<file path="src/rtl/adc_mux_pkg.sv">
package adc_mux_pkg;

    localparam int CNT_W  = 3;
    localparam int TICK_W = 2;

    typedef struct packed {
        logic [CNT_W-1:0] nch;
        logic             long_conv;
    } mux_cfg_t;

    typedef struct packed {
        mux_cfg_t cfg;
        logic     err;
    } cfg_state_t;

    typedef struct packed {
        logic prev;
        logic pend;
        logic active;
    } alt_state_t;

    function automatic logic [CNT_W-1:0] code_to_count(input logic [1:0] code);
        logic [CNT_W-1:0] n;
        case (code)
            2'b01:   n = CNT_W'(4);
            2'b10:   n = CNT_W'(3);
            2'b11:   n = CNT_W'(2);
            default: n = CNT_W'(4);
        endcase
        return n;
    endfunction

    function automatic logic [TICK_W-1:0] last_tick(input logic long_conv);
        return long_conv ? TICK_W'(2) : TICK_W'(1);
    endfunction

endpackage

</file>
<file path="src/rtl/mux_cfg_reg.sv">
module mux_cfg_reg
    import adc_mux_pkg::*;
(
    input  logic       clk,
    input  logic       rst_n,
    input  logic       load_i,
    input  logic [1:0] code_i,
    input  logic       long_i,
    output mux_cfg_t   cfg_o,
    output logic       err_o
);

    cfg_state_t s_d, s_q;

    always_comb begin
        s_d = s_q;
        if (load_i) begin
            if (code_i != 2'b00) begin
                s_d.cfg.nch       = code_to_count(code_i);
                s_d.cfg.long_conv = long_i;
            end else begin
                s_d.err = 1'b1;
            end
        end
    end

    always_ff @(posedge clk or negedge rst_n) begin
        if (!rst_n) begin
            s_q.cfg.nch       <= CNT_W'(4);
            s_q.cfg.long_conv <= 1'b0;
            s_q.err           <= 1'b0;
        end else begin
            s_q <= s_d;
        end
    end

    assign cfg_o = s_q.cfg;
    assign err_o = s_q.err;

    AST_CFG_LEGAL: assert property (@(posedge clk) disable iff (!rst_n)
        (cfg_o.nch >= CNT_W'(2)) && (cfg_o.nch <= CNT_W'(4)));
    AST_ERR_STICKY: assert property (@(posedge clk) disable iff (!rst_n)
        err_o |=> err_o);
    AST_ILLEGAL_HOLD: assert property (@(posedge clk) disable iff (!rst_n)
        (load_i && code_i == 2'b00) |=> ($stable(cfg_o) && err_o));
    AST_CFG_ONLY_AT_LOAD: assert property (@(posedge clk) disable iff (!rst_n)
        !load_i |=> $stable(cfg_o));

endmodule

</file>
<file path="src/rtl/alt_req_latch.sv">
module alt_req_latch
    import adc_mux_pkg::*;
(
    input  logic clk,
    input  logic rst_n,
    input  logic req_i,
    input  logic load_i,
    output logic active_o
);

    alt_state_t s_d, s_q;
    logic       rise;

    assign rise = req_i & ~s_q.prev;

    always_comb begin
        s_d      = s_q;
        s_d.prev = req_i;
        if (load_i) begin
            s_d.active = s_q.pend | rise;
            s_d.pend   = 1'b0;
        end else if (rise) begin
            s_d.pend = 1'b1;
        end
    end

    always_ff @(posedge clk or negedge rst_n) begin
        if (!rst_n) begin
            s_q <= '0;
        end else begin
            s_q <= s_d;
        end
    end

    assign active_o = s_q.active;

    AST_ALT_NO_LOSS: assert property (@(posedge clk) disable iff (!rst_n)
        (rise && !load_i) |=> s_q.pend);
    AST_ALT_AT_BOUNDARY: assert property (@(posedge clk) disable iff (!rst_n)
        !load_i |=> $stable(active_o));
    AST_ALT_CONSUMED: assert property (@(posedge clk) disable iff (!rst_n)
        load_i |=> !s_q.pend);

endmodule

</file>
<file path="src/rtl/mux_slot_core.sv">
module mux_slot_core
    import adc_mux_pkg::*;
#(
    parameter int CH_W = 2
) (
    input  logic            clk,
    input  logic            rst_n,
    input  mux_cfg_t        cfg_i,
    output logic            gap_o,
    output logic [CH_W-1:0] slot_o,
    output logic            conv_start_o,
    output logic            cap_o,
    output logic            chop_o
);

    typedef struct packed {
        logic              gap;
        logic [CH_W-1:0]   slot;
        logic [TICK_W-1:0] tick;
        logic              chop;
    } core_state_t;

    core_state_t s_d, s_q;
    logic        slot_done;
    logic        pass_done;

    assign slot_done = (s_q.tick == last_tick(cfg_i.long_conv));
    assign pass_done = slot_done && (CNT_W'(s_q.slot) == cfg_i.nch - CNT_W'(1));

    always_comb begin
        s_d = s_q;
        if (s_q.gap) begin
            s_d.gap  = 1'b0;
            s_d.slot = '0;
            s_d.tick = '0;
        end else if (pass_done) begin
            s_d.gap  = 1'b1;
            s_d.slot = '0;
            s_d.tick = '0;
            s_d.chop = ~s_q.chop;
        end else if (slot_done) begin
            s_d.slot = s_q.slot + CH_W'(1);
            s_d.tick = '0;
        end else begin
            s_d.tick = s_q.tick + TICK_W'(1);
        end
    end

    always_ff @(posedge clk or negedge rst_n) begin
        if (!rst_n) begin
            s_q.gap  <= 1'b1;
            s_q.slot <= '0;
            s_q.tick <= '0;
            s_q.chop <= 1'b0;
        end else begin
            s_q <= s_d;
        end
    end

    assign gap_o        = s_q.gap;
    assign slot_o       = s_q.gap ? '0 : s_q.slot;
    assign conv_start_o = !s_q.gap && (s_q.tick == '0);
    assign cap_o        = !s_q.gap && slot_done;
    assign chop_o       = s_q.chop;

    AST_SLOT_RANGE: assert property (@(posedge clk) disable iff (!rst_n)
        !gap_o |-> (CNT_W'(s_q.slot) < cfg_i.nch));
    AST_CONV_SPACING: assert property (@(posedge clk) disable iff (!rst_n)
        conv_start_o |=> !conv_start_o);
    AST_GAP_SINGLE: assert property (@(posedge clk) disable iff (!rst_n)
        gap_o |=> (!gap_o && conv_start_o));
    AST_CHOP_STABLE: assert property (@(posedge clk) disable iff (!rst_n)
        !gap_o |-> $stable(chop_o));

endmodule

</file>
<file path="src/rtl/adc_mux_seq.sv">
module adc_mux_seq
    import adc_mux_pkg::*;
#(
    parameter int CH_MAX   = 4,
    parameter int ALT_BASE = CH_MAX,
    parameter int CH_W     = $clog2(CH_MAX),
    parameter int ADDR_W   = $clog2(ALT_BASE + CH_MAX)
) (
    input  logic              clk,
    input  logic              rst_n,
    input  logic [1:0]        chan_code_i,
    input  logic              long_conv_i,
    input  logic              alt_req_i,
    output logic [CH_W-1:0]   ch_sel_o,
    output logic              conv_start_o,
    output logic              cap_strobe_o,
    output logic [ADDR_W-1:0] cap_addr_o,
    output logic              alt_slot_o,
    output logic              chop_o,
    output logic              pass_start_o,
    output logic              cfg_err_o
);

    mux_cfg_t cfg;
    logic     gap;
    logic     alt_active;

    mux_cfg_reg u_cfg (
        .clk    (clk),
        .rst_n  (rst_n),
        .load_i (gap),
        .code_i (chan_code_i),
        .long_i (long_conv_i),
        .cfg_o  (cfg),
        .err_o  (cfg_err_o)
    );

    alt_req_latch u_alt (
        .clk      (clk),
        .rst_n    (rst_n),
        .req_i    (alt_req_i),
        .load_i   (gap),
        .active_o (alt_active)
    );

    mux_slot_core #(.CH_W(CH_W)) u_core (
        .clk          (clk),
        .rst_n        (rst_n),
        .cfg_i        (cfg),
        .gap_o        (gap),
        .slot_o       (ch_sel_o),
        .conv_start_o (conv_start_o),
        .cap_o        (cap_strobe_o),
        .chop_o       (chop_o)
    );

    assign pass_start_o = gap;
    assign alt_slot_o   = alt_active & ~gap;
    assign cap_addr_o   = ADDR_W'(ch_sel_o) + (alt_active ? ADDR_W'(ALT_BASE) : '0);

    AST_ADDR_WINDOW: assert property (@(posedge clk) disable iff (!rst_n)
        cap_strobe_o |-> (alt_slot_o == (cap_addr_o >= ADDR_W'(ALT_BASE))));
    AST_ALT_NOT_IN_GAP: assert property (@(posedge clk) disable iff (!rst_n)
        pass_start_o |-> !alt_slot_o);
    AST_STROBES_APART: assert property (@(posedge clk) disable iff (!rst_n)
        pass_start_o |-> (!conv_start_o && !cap_strobe_o));

endmodule

</file>
<file path="config.mk">
export PLATFORM = sky130hd
export DESIGN_NAME = adc_mux_seq
export DESIGN_NICKNAME = d
export VERILOG_FILES = /design/src/rtl/adc_mux_pkg.sv /design/src/rtl/mux_cfg_reg.sv /design/src/rtl/alt_req_latch.sv /design/src/rtl/mux_slot_core.sv /design/src/rtl/adc_mux_seq.sv
export SDC_FILE = /design/constraint.sdc
export NUM_CORES = 1
export LEC_CHECK = 0
export BUFFER_PORTS_ARGS = -buffer_cell sky130_fd_sc_hd__buf_2
export CORE_MARGIN = 2
export CORE_UTILIZATION = 44
export DETAILED_ROUTE_END_ITERATION = 10
export PLACE_DENSITY = 0.78
export SETUP_SLACK_MARGIN = 0.2
export SYNTH_ARGS = -nofsm -noshare
export SYNTH_HDL_FRONTEND = slang
export SYNTH_SLANG_ARGS = --single-unit
</file>
<file path="constraint.sdc">
create_clock -name clk -period 1.55 [get_ports clk]
set_input_delay 0.31 -clock clk [delete_from_list [all_inputs] [get_ports clk]]
set_output_delay 0.31 -clock clk [all_outputs]
set_load 0.03 [all_outputs]
</file>
==> flow_metrics.py <==
metrics = {
    "clocking": {
        "clock_latency_ns": 0.28,
        "root_buffer": "clkbuf_4",
        "cts_buffer_depth": 2,
        "numClockSinks": 14,
        "cts_buffers": 3,
        "cts.htree.levels": 1,
        "clk_pin_slew_worst_paths_ns": 0.08,
        "cts_tree": "done",
    },
    "global_routing": {
        "antenna_found_initial": 0,
        "grt_max_degree": 15,
        "grt.total_usage_pct": 18.6,
        "grt_pass1_wl_um": 2570,
        "globalRouteOverflowTotal": 0,
        "first_global_vias": 611,
    },
    "yosys": {
        "synth_mux_area_share_pct": 1.65,
        "syn_nets": 72,
        "synth_top_area_share_pct": 44.0,
        "synth.area.top_cells": "dfrtp_1, dfstp_2, a21oi_1, ha_1, buf_4",
        "synth.largest_area_cell": "dfrtp_1",
        "yosysSeqAreaShare_pct": 51.7,
        "synthDistinctLibCells": 28,
        "synth-compound-area-share_pct": 13.0,
        "synth_area_per_cell_um2": 10.7,
        "synth_warnings": 0,
        "ys_seq_elements": 14,
        "synth_cells": 64,
        "syn-cell-area_um2": 682,
        "synth-xor-area-share_pct": 6.24,
        "synth_top_family_by_area": "simple AND/OR/NAND/NOR gates",
        "synthSimpleGateAreaFrac_pct": 16.3,
        "synth_fa_ha_area_share_pct": 3.67,
    },
    "timing": {
        "hold_violations": 0,
        "slew_headroom_pct": 78.9,
        "setup_ws_ns": -0.0449,
        "tightest_slew_ns": 0.316,
        "fin_crit_ns": 1.59,
        "hold-worst-slack_ns": 0.148,
        "rsz0062_at_grt": "yes",
        "finalSetupTns_ns": -0.0449,
        "setup_viol": 1,
        "fmax_mhz": 627,
        "slew_violations": 0,
        "clock_skew_ns": 0.00371,
        "period_share_pct": 103,
    },
    "placed_design": {
        "dp_cells": 95,
        "postPlaceCellArea_um2": 811,
        "globalplace.congestion": 0.721,
        "io_buffers": 16,
        "dp_hpwl_um": 906,
    },
    "drt": {
        "drtPass1Iterations": 4,
        "vias": 593,
        "ant_nets": 0,
        "drc_errors": 0,
        "vias_per_cell": 5.16,
        "wire_per_inst_um": 14.6,
        "routed_wirelength_um": 1680,
        "drt_iter0_drc": 16,
    },
    "floorplanning": {
        "start_util_pct": 46.3,
        "row_count": 14,
        "core_area_um2": 1470,
        "die_w_um": 43.4,
        "io_pins": 17,
        "die-area_um2": 1880,
        "fp.dieH_um": 43.4,
    },
    "critical_path": {
        "worst-path-buf-inv": 1,
        "slowest_delay_ns": 0.42,
        "crit_arrival_ns": 1.28,
        "cp_slowest_cell": "dfrtp_1",
        "path_delay_family": "flip-flops",
        "startpoint_type": "flop",
        "cp-end-kind": "primary output",
        "required_ns": 1.24,
        "crit_type": "flop to primary output",
        "worstPathCellList": "and3b_2, a21oi_4, nor2_2, buf_6",
        "cp_max_fo": 3,
    },
    "finish": {
        "drive_above_1_share_pct": 59.6,
        "final_cell_area_um2": 1100,
        "fin_cells": 115,
        "final_util_pct": 75.1,
        "n_fill_cell": 108,
        "num_antenna_cells": 0,
        "nNetsFinal": 108,
        "area_delta_synth_final_pct": 62.0,
    },
    "run_status": {
        "violations": "negative setup slack",
        "status": "finished with violations",
    },
    "worst_hold_path": {
        "worstHoldPathType": "input pin to flop",
    },
    "pwr": {
        "power_switching_uw": 135,
        "powerDensity_nw_per_um2": 590,
        "combinationalPowerShare_pct": 3.1,
        "p_seq_share_pct": 56.3,
        "p_int_uw": 516,
        "netSwitchingFraction_pct": 20.7,
        "ir_drop_v": 0.000511,
        "clockPowerShare_pct": 40.6,
        "power_leakage_uw": 0.000549,
    },
    "flow_run": {
        "cap_violations": 0,
    },
}
[flip-flops by register name, summed over array words and instances, names as in the netlist]
| name | count |
|---|---|
| u_core.chop_o | 1 |
| u_alt.s_q | 2 |
| u_core.gap_o | 1 |
| u_cfg.err_o | 1 |
| u_cfg.cfg_o | 4 |
| u_alt.active_o | 1 |
| u_core.s_q | 4 |
[Yosys cell counts]
cell type / instances
dfrtp_1: 12
a21oi_1: 8
inv_1: 5
nor2_1: 5
buf_4: 3
nor2b_1: 3
a21o_1: 2
dfstp_2: 2
ha_1: 2
nand2_1: 2
o21ai_1: 2
xor2_1: 2
a21oi_2: 1
a22o_1: 1
a31oi_1: 1
and3b_1: 1
buf_1: 1
buf_2: 1
mux2_2: 1
nand3_2: 1
nand3b_1: 1
nand4b_1: 1
nor2b_2: 1
nor3_1: 1
nor3_2: 1
nor3b_1: 1
xnor2_1: 1
xor2_2: 1
[per-layer routing]
metal | GRT usage (%) | wire (µm) | up-vias
met5 | 0 | 0 | -
met4 | 9.09 | 37 | 0
met3 | 2.50 | 60 | 6
met2 | 32.2 | 946 | 24
met1 | 22.8 | 635 | 283
li1 | - | - | 280
[path summary, 6_finish.rpt]
path	end	startpoint	cells after the start	slack (ns)
max in group asynchronous	u_core.gap_o	rst_n	2	0.80
min in group asynchronous	u_core.s_q[3]	rst_n	2	0.46
worst min-delay path	u_alt.s_q[2]	alt_req_i	1	0.15
worst min register to register	u_cfg.err_o	u_cfg.err_o	1	0.47
worst max register to register	u_cfg.cfg_o[0]	u_core.gap_o	5	0.14
worst max-delay path	cap_strobe_o	u_core.s_q[2]	4	-0.04
[worst reg2reg max path, stage by stage (launching register included)]
cell and delay (ns):
dfstp_2 0.62, buf_12 0.13, buf_4 0.11, buf_8 0.12, o21ai_2 0.06, mux2_2 0.26
[final cells by class]
cell class,instances,area [µm²],area share [%]
sequential,14,353,31.9
timing repair buffer,36,322,29.1
multi-input combinational,40,355,32.2
tap,16,20.0,1.81
clock buffer,4,36.3,3.28
inverter,5,18.8,1.70
[what timing repair did]
action / in CTS / in global routing
resized for setup: 25 / 11
pin swaps: 6 / 5
setup endpoints to repair: 11 / 12
hold endpoints to repair: 12 / 0
hold buffers: 1 / 0
buffers inserted: 8 / 7
[cells by family after synthesis]
group                    after synthesis
multiplexers                           1
XOR/XNOR                               4
AO/OA/AOI/OAI                         15
flip-flops                            14
AND/OR/NAND/NOR                       18
buffers and inverters                 10
adder cells (fa/ha/maj)                2
[placed cells by master, fill, tap and decap left out, types with 2 or more instances in the layout]
cell      instances
clkbuf_4          3
dfstp_2           2
buf_4            12
xor2_2            2
nor2_2            2
a21o_1            2
inv_2             2
nor2b_4           4
buf_6            13
buf_2             8
nor2_1            3
inv_1             3
dfrtp_1          12
a21oi_1           8
nand2_1           2
[power groups by stage]
stage	registers [µW]	clock network, µW	logic, µW
finish	367	265	20.0
global route	367	284	23.8
CTS	367	270	20.0
detailed placement	374	0	18.2
global placement	374	0	17.3
floorplan	374	0	1.26
[stage by stage]
step	power [µW]	setup slack, ns
2_1_floorplan	375	0.125
3_3_place_gp	391	0.169
3_5_place_dp	392	0.0721
4_1_cts	657	-0.0119
5_1_grt	675	-0.0875
6_report	651	-0.0449
(Power assumes the default switching activity.)
